## src/rtl/stx_pkg.sv

```systemverilog
package stx_pkg;

  localparam int MIN_BITS = 5;
  localparam int MAX_BITS = 9;
  localparam int LEN_W    = 4;
  localparam int IDX_W    = $clog2(MAX_BITS + 1);

  typedef enum logic [2:0] {
    PH_IDLE,
    PH_LEAD,
    PH_START,
    PH_DATA,
    PH_PAR,
    PH_STOP,
    PH_TRAIL
  } phase_t;

  typedef enum logic [1:0] {
    PAR_NONE  = 2'd0,
    PAR_EVEN  = 2'd1,
    PAR_ODD   = 2'd2,
    PAR_NONE2 = 2'd3
  } par_mode_t;

  function automatic logic [IDX_W-1:0] clamp_len(input logic [LEN_W-1:0] code);
    if (code < LEN_W'(MIN_BITS))      return IDX_W'(MIN_BITS);
    else if (code > LEN_W'(MAX_BITS)) return IDX_W'(MAX_BITS);
    else                              return IDX_W'(code);
  endfunction

endpackage

```

## src/rtl/stx_sync.sv

```systemverilog
module stx_sync #(
  parameter int   STAGES  = 2,
  parameter logic RST_VAL = 1'b1
) (
  input  logic clk,
  input  logic rst,
  input  logic d,
  output logic q
);

  logic [STAGES-1:0] ff;

  generate
    if (STAGES == 1) begin : g_single
      always_ff @(posedge clk) begin
        if (rst) ff <= RST_VAL;
        else     ff <= d;
      end
    end else begin : g_chain
      always_ff @(posedge clk) begin
        if (rst) ff <= {STAGES{RST_VAL}};
        else     ff <= {ff[STAGES-2:0], d};
      end
    end
  endgenerate

  assign q = ff[STAGES-1];

endmodule

```

## src/rtl/stx_baud_gen.sv

```systemverilog
module stx_baud_gen #(
  parameter int DIV = 8
) (
  input  logic clk,
  input  logic rst,
  input  logic restart,
  output logic tick
);

  localparam int            CW   = (DIV > 1) ? $clog2(DIV) : 1;
  localparam logic [CW-1:0] LAST = CW'(DIV - 1);

  logic [CW-1:0] cnt;

  always_ff @(posedge clk) begin
    if (rst || restart)   cnt <= '0;
    else if (cnt == LAST) cnt <= '0;
    else                  cnt <= cnt + 1'b1;
  end

  assign tick = (cnt == LAST);

  // the period counter never leaves its range
  a_r2_count_range: assert property (@(posedge clk) disable iff (rst)
    cnt <= LAST);

  // after a restart a full period elapses before the next tick
  a_r2_restart_full: assert property (@(posedge clk) disable iff (rst)
    (restart && DIV > 1) |=> !tick);

endmodule

```

## src/rtl/stx_framer.sv

```systemverilog
module stx_framer
  import stx_pkg::*;
(
  input  logic                clk,
  input  logic                rst,
  input  logic                tick,
  input  logic                cts_hold,
  input  logic [LEN_W-1:0]    cfg_len,
  input  logic [1:0]          cfg_parity,
  input  logic                cfg_two_stop,
  input  logic                cfg_de_pol,
  input  logic                in_valid,
  output logic                in_ready,
  input  logic [MAX_BITS-1:0] in_data,
  output logic                restart,
  output logic                txd,
  output logic                line_drv_en,
  output logic                tx_done
);

  phase_t              st;
  logic [MAX_BITS-1:0] sh;
  logic [IDX_W-1:0]    len_l;
  logic [IDX_W-1:0]    idx;
  logic                par_on_l;
  logic                par_bit_l;
  logic                two_l;
  logic                second;
  logic                pol_l;
  logic                de_act;

  logic [IDX_W-1:0]    len_eff;
  logic [MAX_BITS-1:0] masked;
  logic                par_on;
  logic                par_val;
  logic                accept;

  always_comb begin
    len_eff = clamp_len(cfg_len);
    for (int i = 0; i < MAX_BITS; i++)
      masked[i] = in_data[i] & (IDX_W'(i) < len_eff);
    par_on  = ((cfg_parity == PAR_EVEN) || (cfg_parity == PAR_ODD)) &&
              (len_eff != IDX_W'(MAX_BITS));
    par_val = (^masked) ^ (cfg_parity == PAR_ODD);
  end

  assign in_ready    = (st == PH_IDLE) && !cts_hold;
  assign accept      = in_valid && in_ready;
  assign restart     = accept;
  assign line_drv_en = de_act ? pol_l : ~pol_l;

  always_ff @(posedge clk) begin
    if (rst) begin
      st        <= PH_IDLE;
      sh        <= '0;
      len_l     <= IDX_W'(MIN_BITS);
      idx       <= '0;
      par_on_l  <= 1'b0;
      par_bit_l <= 1'b0;
      two_l     <= 1'b0;
      second    <= 1'b0;
      pol_l     <= cfg_de_pol;
      de_act    <= 1'b0;
      txd       <= 1'b1;
      tx_done   <= 1'b0;
    end else begin
      tx_done <= 1'b0;
      if (st == PH_IDLE) pol_l <= cfg_de_pol;
      unique case (st)
        PH_IDLE: begin
          if (accept) begin
            sh        <= in_data;
            len_l     <= len_eff;
            par_on_l  <= par_on;
            par_bit_l <= par_val;
            two_l     <= cfg_two_stop;
            de_act    <= 1'b1;
            st        <= PH_LEAD;
          end
        end
        PH_LEAD: if (tick) begin
          txd <= 1'b0;
          st  <= PH_START;
        end
        PH_START: if (tick) begin
          txd <= sh[0];
          sh  <= sh >> 1;
          idx <= IDX_W'(1);
          st  <= PH_DATA;
        end
        PH_DATA: if (tick) begin
          if (idx == len_l) begin
            second <= 1'b0;
            if (par_on_l) begin
              txd <= par_bit_l;
              st  <= PH_PAR;
            end else begin
              txd <= 1'b1;
              st  <= PH_STOP;
            end
          end else begin
            txd <= sh[0];
            sh  <= sh >> 1;
            idx <= idx + 1'b1;
          end
        end
        PH_PAR: if (tick) begin
          txd <= 1'b1;
          st  <= PH_STOP;
        end
        PH_STOP: if (tick) begin
          if (two_l && !second) second <= 1'b1;
          else                  st     <= PH_TRAIL;
        end
        PH_TRAIL: if (tick) begin
          de_act  <= 1'b0;
          tx_done <= 1'b1;
          st      <= PH_IDLE;
        end
        default: st <= PH_IDLE;
      endcase
    end
  end

  // the line only moves on a bit boundary
  a_r2_hold_between_ticks: assert property (@(posedge clk) disable iff (rst)
    !tick |=> $stable(txd));

  // an idle line is high
  a_r1_idle_high: assert property (@(posedge clk) disable iff (rst)
    (st == PH_IDLE) |-> txd);

  // a held-off block stays idle
  a_r7_cts_blocks: assert property (@(posedge clk) disable iff (rst)
    (st == PH_IDLE && cts_hold) |=> (st == PH_IDLE));

  // the driver is already on when the start bit begins
  a_r8_de_at_start: assert property (@(posedge clk) disable iff (rst)
    $fell(txd) |-> (line_drv_en == pol_l));

  // completion is a single-cycle pulse with the driver released
  a_r9_done_single: assert property (@(posedge clk) disable iff (rst)
    tx_done |=> !tx_done);
  a_r9_done_released: assert property (@(posedge clk) disable iff (rst)
    tx_done |-> (line_drv_en != pol_l) && txd);

  // acceptance drops ready on the next cycle
  a_r10_ready_drop: assert property (@(posedge clk) disable iff (rst)
    accept |=> !in_ready);

endmodule

```

## src/rtl/serial_tx_linectl.sv

```systemverilog
module serial_tx_linectl
  import stx_pkg::*;
#(
  parameter int CLK_HZ     = 250_000_000,
  parameter int BAUD       = 25_000_000,
  parameter int CTS_STAGES = 2
) (
  input  logic                clk,
  input  logic                rst,
  input  logic [LEN_W-1:0]    cfg_len,
  input  logic [1:0]          cfg_parity,
  input  logic                cfg_two_stop,
  input  logic                cfg_de_pol,
  input  logic                cts,
  input  logic                in_valid,
  output logic                in_ready,
  input  logic [MAX_BITS-1:0] in_data,
  output logic                txd,
  output logic                line_drv_en,
  output logic                tx_done
);

  localparam int DIV = (CLK_HZ / BAUD < 1) ? 1 : CLK_HZ / BAUD;

  logic cts_hold;
  logic bit_tick;
  logic restart;

  stx_sync #(.STAGES(CTS_STAGES), .RST_VAL(1'b1)) u_cts_sync (
    .clk (clk),
    .rst (rst),
    .d   (cts),
    .q   (cts_hold)
  );

  stx_baud_gen #(.DIV(DIV)) u_baud (
    .clk     (clk),
    .rst     (rst),
    .restart (restart),
    .tick    (bit_tick)
  );

  stx_framer u_framer (
    .clk          (clk),
    .rst          (rst),
    .tick         (bit_tick),
    .cts_hold     (cts_hold),
    .cfg_len      (cfg_len),
    .cfg_parity   (cfg_parity),
    .cfg_two_stop (cfg_two_stop),
    .cfg_de_pol   (cfg_de_pol),
    .in_valid     (in_valid),
    .in_ready     (in_ready),
    .in_data      (in_data),
    .restart      (restart),
    .txd          (txd),
    .line_drv_en  (line_drv_en),
    .tx_done      (tx_done)
  );

endmodule

```

## config.mk

```make
export PLATFORM = sky130hd
export DESIGN_NAME = serial_tx_linectl
export DESIGN_NICKNAME = d
export VERILOG_FILES = /design/src/rtl/stx_pkg.sv /design/src/rtl/stx_sync.sv /design/src/rtl/stx_baud_gen.sv /design/src/rtl/stx_framer.sv /design/src/rtl/serial_tx_linectl.sv
export SDC_FILE = /design/constraint.sdc
export NUM_CORES = 1
export LEC_CHECK = 0
export ABC_AREA = 1
export BUFFER_PORTS_ARGS = -buffer_cell sky130_fd_sc_hd__buf_2
export CORE_AREA = 2 2 65 73
export DETAILED_ROUTE_END_ITERATION = 7
export DIE_AREA = 0 0 67 75
export GPL_ROUTABILITY_DRIVEN = 0
export GPL_TIMING_DRIVEN = 0
export MAX_ROUTING_LAYER = met4
export PLACE_DENSITY = 0.67
export SKIP_LAST_GASP = 1
export SYNTH_ARGS = -nofsm -noshare
export SYNTH_HDL_FRONTEND = slang
export SYNTH_SLANG_ARGS = --single-unit
```

## constraint.sdc

```tcl
create_clock -name clk -period 1.91 [get_ports clk]
set_input_delay 0.191 -clock clk [delete_from_list [all_inputs] [get_ports clk]]
set_output_delay 0.191 -clock clk [all_outputs]
set_load 0.02 [all_outputs]
```

# Word-level counts from Yosys, hierarchy flattened
# Index checks and enable logic that the tools add are counted.
word_totals:
  inputBits: 21
  wordCells: 126
  ff_bits: 34
  output_inout_bits: 4
op_classes:
  n_eq_ne: 22
  reduce_logical: 25
  order_cmp: 11
  bitwise: 12
  add_sub_neg: 2
  mux: 40
ops:
  columns: ["cell", "n"]
  rows:
  - ["2-to-1 mux 9 bit", 4]
  - ["2-to-1 mux 3 bit", 9]
  - ["one-hot mux 9 bit (3 select lines)", 1]
  - ["one-hot mux 3 bit (7 select lines)", 1]
  - ["2-to-1 mux 4 bit", 5]
  - ["inequality test 2 bit (second input constant)", 9]
  - ["< comparator 3 x 4 -> 1 bit (first input constant)", 4]
  - ["2-to-1 mux 1 bit", 16]
  - ["AND reduction 5 bit", 3]
  - ["bitwise AND 1 bit", 9]
  - ["== test 3 bit (second input constant)", 3]
  - ["AND reduction 9 bit", 1]
  - ["parity 9 bit", 1]
  - ["adder 4 x 1 -> 4 bit (second input constant)", 2]
  - ["< comparator 1 x 4 -> 1 bit (first input constant)", 2]
  - ["< comparator 2 x 4 -> 1 bit (first input constant)", 2]
  - ["one-hot mux 4 bit (2 select lines)", 1]
  - ["nonzero test 2 bit", 4]
  - ["== test 3 x 2 -> 1 bit (second input constant)", 2]
  - ["== test 4 bit", 1]
  - ["== test 4 bit (second input constant)", 1]
  - ["> comparator 4 bit (second input constant)", 1]
  - ["logical AND 1 bit", 4]
  - ["< comparator 4 x 3 -> 1 bit (second input constant)", 1]
  - ["19 further kinds", 25]

# Logic depth before layout (Yosys ltp)
logic_depth:
  word_depth: 7
  depth_mapped: 12
  mapped_depth_nobuf: 12

# Cells and area by module
# Synthesis repeated with hierarchy kept, for this count alone.
unflattened:
  cells_unflattened: 283
  hier_area_um2: 1938.1
modules_own_cells:
  columns: ["mod", "seq_area_each_um2", "instances", "area_each_um2", "cells_per_inst"]
  rows:
  - ["stx_framer", 570.5, 1, 1695.4, 254]
  - ["stx_baud_gen", 80.1, 1, 183.9, 22]
  - ["stx_sync", 40.0, 1, 58.8, 7]

# Least setup slack after synthesis
# Ideal clock, no wire load.
synth_timing:
  path_kind: "reg-to-reg"
  from: "reg u_baud.cnt[0]"
  to: "reg u_framer.sh[1]"
  path_buffers: 1
  required_time_ps: 1797
  setup_ps: 113
  synth_period_minus_slack_ps: 1567
  stages_incl_launch_ff: 10
  path_slack_ps: 343
  arrival_ps: 1454
  path_cell_list: "dfxtp_1 > ha_1 > nand2_1 > nor2_4 > nor2_2 > nor3b_2 > nand3_4 > buf_6 > nor2_1 > nor2_1"
synth_between:
  elab_chain_cells: 3
  word_cells_on_any_way: 4
  classes_between: "eq/ne (3); reduce/logical (1)"
synth_rtl:
  columns: ["element", "line", "text"]
  rows:
  - ["from (decl)", "stx_baud_gen.sv:13", "logic [CW-1:0] cnt;"]
  - ["from (signal assigned)", "stx_baud_gen.sv:18", "else cnt <= cnt + 1'b1;"]
  - ["== test 4 bit *", "stx_baud_gen.sv:21", "assign tick = (cnt == LAST);"]
  - ["inequality test 2 bit (no source line)", null, null]
  - ["AND reduction 5 bit (no source line) *", null, null]
  - ["to (signal assigned)", "stx_framer.sv:72", "sh <= in_data;"]
  - ["to (signal assigned)", "stx_framer.sv:87", "sh <= sh >> 1;"]
  - ["to (signal assigned)", "stx_framer.sv:103", "sh <= sh >> 1;"]
  - ["to (decl)", "stx_framer.sv:22", "logic [MAX_BITS-1:0] sh;"]
# Every way passes the cells marked *; elsewhere a longest branch is shown, timed or not.
# A chain may end at the register's enable or synchronous reset.

# Final worst setup path
layout_timing:
  from: "reg u_framer.st[0]"
  to: "reg u_framer.len_l[0]"
layout_between:
  elab_chain_cells: 4
layout_rtl:
  columns: ["element", "line", "text"]
  rows:
  - ["from (decl)", "stx_framer.sv:21", "phase_t st;"]
  - ["from (signal assigned)", "stx_framer.sv:54", "st <= PH_IDLE;"]
  - ["from (signal assigned)", "stx_framer.sv:78", "st <= PH_LEAD;"]
  - ["from (signal assigned)", "stx_framer.sv:83", "st <= PH_START;"]
  - ["logical NOT 3 bit *", "stx_framer.sv:47, stx_framer.sv:69", null]
  - ["logical AND 1 bit", "stx_framer.sv:47", "assign in_ready = (st == PH_IDLE) && !cts_hold;"]
  - ["logical AND 1 bit", "stx_framer.sv:48", "assign accept = in_valid && in_ready;"]
  - ["AND reduction 2 bit (no source line) *", null, null]
  - ["to (signal assigned)", "stx_framer.sv:56", "len_l <= IDX_W'(MIN_BITS);"]
  - ["to (signal assigned)", "stx_framer.sv:73", "len_l <= len_eff;"]
  - ["to (decl)", "stx_framer.sv:23", "logic [IDX_W-1:0] len_l;"]
# Marks and branches as above.

==> impl_metrics.env <==
export IMPL_irDropWorstVdd_mv=0.404
export IMPL_avgViaCountPerCell=4.84
export IMPL_ys_types=33
export IMPL_cp_startpoint="u_framer.st[0]"
export IMPL_final_cell_mix="nand2_1, nor2_1, inv_1, dfxtp_1, buf_2"
export IMPL_min_path_type="in2reg"
export IMPL_io_pins=25
export IMPL_setup_viol=0
export IMPL_ys_warn_count=0
export IMPL_fin_skew_ns=0.00503
export IMPL_remaining_drc_errors=0
export IMPL_timing_rr_end="u_framer.len_l[0]"
export IMPL_grt_pass1_wl_um=7040
export IMPL_required_ns=2.09
export IMPL_cts_tree="built"
export IMPL_grt_usage_pct=19.1
export IMPL_grt_pass1_vias=1657
export IMPL_comb_power_share_pct=35.2
export IMPL_synth_edf_count=1
export IMPL_rsz0062_at_grt="false"
export IMPL_seqPwrFrac_pct=41.4
export IMPL_tns_ns=0
export IMPL_endpoint_kind="flip-flop"
export IMPL_place_port_buffers=23
export IMPL_fin_total_pwr_w=0.00225
export IMPL_dr_total_vias=1847
export IMPL_worstHoldStart="cfg_de_pol"
export IMPL_slew_headroom_pct=68.2
export IMPL_power_frac_clock_pct=23.4
export IMPL_dieWidth_um=67
export IMPL_syn_area_um2=1960
export IMPL_dieHeight_um=75
export IMPL_die_area_um2=5030
export IMPL_core_region_area_um2=4250
export IMPL_p_leak_nw=1.11
export IMPL_syn_instance_count=298
export IMPL_cts_root_buf="clkbuf_8"
export IMPL_crit_type="reg2reg"
export IMPL_rows=25
export IMPL_netSwitchingFraction_pct=37.0
export IMPL_period_share_pct=91.3
export IMPL_wl_met1_um=1930
export IMPL_clk_latency_ns=0.28
export IMPL_synth_async_reset_ratio_pct=0
export IMPL_fmax_ghz=0.573
export IMPL_wire_per_inst_um=10.7
export IMPL_cts_sinks=34
export IMPL_cp_start_kind="flip-flop"
export IMPL_intPower_w=0.00142
export IMPL_synth_seq_cells=34
export IMPL_hold_viol_final=0
export IMPL_crit_arrival_ns=1.92
export IMPL_wl_met2_um=1920
export IMPL_postCtsHoldBufs=0
export IMPL_wl_met3_um=163
export IMPL_numCtsBuffers=5
export IMPL_fill_cells=445
export IMPL_reg2reg_depth=5
export IMPL_layout_commonest_cell="nand2_1"
export IMPL_switchingPower_w=0.000834
export IMPL_fin_nets=353
export IMPL_r2r_slack_ns=0.17
export IMPL_worstReg2RegStart="u_framer.st[0]"
export IMPL_clk_pin_slew_ns=0.07
export IMPL_antenna_left=0
export IMPL_maxCapViolCount=0
export IMPL_status="finished clean"
export IMPL_place_hpwl_um=3160
export IMPL_synth_seq_area_share_pct=35.2
export IMPL_top_layer="met4"
export IMPL_antenna_cells=0
export IMPL_final_layout_size_suffix_gt1_share_pct=15.5
export IMPL_start_util_pct=46.1
export IMPL_grt_overflow_total=0
export IMPL_areaGrowthSynthToFinish_pct=14.0
export IMPL_grt_start_max_net_pins=11
export IMPL_first_iter_violations=122
export IMPL_slew_violations=0
export IMPL_worstMarginPinSlew_ns=0.476
export IMPL_syn_nets=323
export IMPL_multi_input_area_um2=1090
export IMPL_cp_endpoint="u_framer.len_l[0]"
export IMPL_crit_path_max_fanout=9
export IMPL_power_density_nw_per_um2=1010
export IMPL_finalWirelength_um=4100
export IMPL_fin_crit_ns=1.74
export IMPL_synthFlopType="dfxtp_1"
export IMPL_register_area_um2=691
export IMPL_clock_path_buffers=2
export IMPL_syn_area_per_cell_um2=6.58
export IMPL_antenna_found_initial=0
export IMPL_dr_pass1_iters=4
export IMPL_post_cts_repair_setup_buffers=0
export IMPL_htreeDepth=2
[Yosys cell counts (3+ instances only)]
cell	count	area [µm²]
nand3_1	15	75.1
clkbuf_1	3	11.3
inv_1	37	139
nand2_2	5	31.3
xnor2_1	4	35.0
nand2_1	82	308
xor2_1	6	52.6
dfxtp_1	33	661
a21oi_1	15	75.1
nor2_1	43	161
ha_1	4	50.1
inv_2	3	11.3
o21ai_0	20	100
nand4_1	5	31.3
nor2_4	3	33.8
[state kept, by name, summed over array words and instances (netlist names)]
register / flops
u_framer.pol_l: 1
u_framer.txd: 1
u_framer.st: 3
u_framer.len_l: 4
u_framer.sh: 9
u_framer.par_on_l: 1
u_framer.par_bit_l: 1
u_framer.de_act: 1
u_cts_sync.ff: 2
u_baud.cnt: 4
u_framer.second: 1
u_framer.tx_done: 1
u_framer.two_l: 1
u_framer.idx: 4
[power groups by stage]
| stage | Combinational (W) | Sequential, W | Clock [W] |
|---|---|---|---|
| after floorplan | 0.000632 | 0.000924 | 0 |
| after global routing | 0.000920 | 0.000951 | 0.000566 |
| after detailed placement | 0.000780 | 0.000947 | 0 |
| final | 0.000793 | 0.000934 | 0.000527 |
| after global placement | 0.000775 | 0.000943 | 0 |
| after CTS | 0.000785 | 0.000932 | 0.000541 |
[stage by stage]
stage	util, %	worst slack [ns]	hold slack (ns)	std cells	cell area, µm²
2_1_floorplan	-	0.343	0.290	298	1960
3_3_place_gp	50.4	0.144	0.375	375	2140
3_5_place_dp	50.4	0.111	0.380	375	2140
4_1_cts	52.4	0.100	0.0809	382	2230
5_1_grt	52.6	0.00902	0.0805	382	2240
6_report	52.6	0.165	0.0885	382	2240
[worst max-delay path, stage by stage (launching register included)]
cell and delay [ns]:
dfxtp_1 0.38, nor2_4 0.16, nand2_2 0.11, nor3_4 0.36, inv_1 0.28, a211o_1 0.34
[cell type report]
| type | count | area share (%) |
|---|---|---|
| repair buffers | 23 | 5.15 |
| flip-flops and latches | 34 | 30.9 |
| clock buffers | 7 | 3.86 |
| well taps | 54 | 3.02 |
| plain buffers | 5 | 1.23 |
| multi-input cells | 217 | 48.7 |
| inverters | 42 | 7.16 |
[how the worst min path moves through the flow]
| stage | to | slack [ns] | depth (start not counted) |
|---|---|---|---|
| after floorplan | u_framer.pol_l | 0.29 | 0 |
| after global placement | u_framer.pol_l | 0.38 | 1 |
| after detailed placement | u_cts_sync.ff[0] | 0.38 | 2 |
| after CTS | u_framer.pol_l | 0.08 | 1 |
| after global routing | u_framer.pol_l | 0.08 | 1 |
| final | u_framer.pol_l | 0.09 | 1 |
[routing by layer]
layer | GRT usage [%] | vias to the layer above
li1 | - | 999
met1 | 22.8 | 796
met2 | 30.6 | 45
met3 | 4.04 | 7
met4 | 9.52 | 0
met5 | - | -
[cell families after synthesis]
group / after synthesis / synth area share [%]
compound gates: 41 / 11.2
xor+xnor: 10 / 4.47
fa+ha+maj: 4 / 2.55
buf+inv: 47 / 9.57
flops: 34 / 35.2
simple gates: 162 / 36.9
[repair_timing]
action / CTS / global route
endpoints found under the setup margin: 0 / 1
resized for setup: 0 / 1
hold endpoints to repair: 0 / 0
No activity file was read; power rests on OpenSTA's default activity.
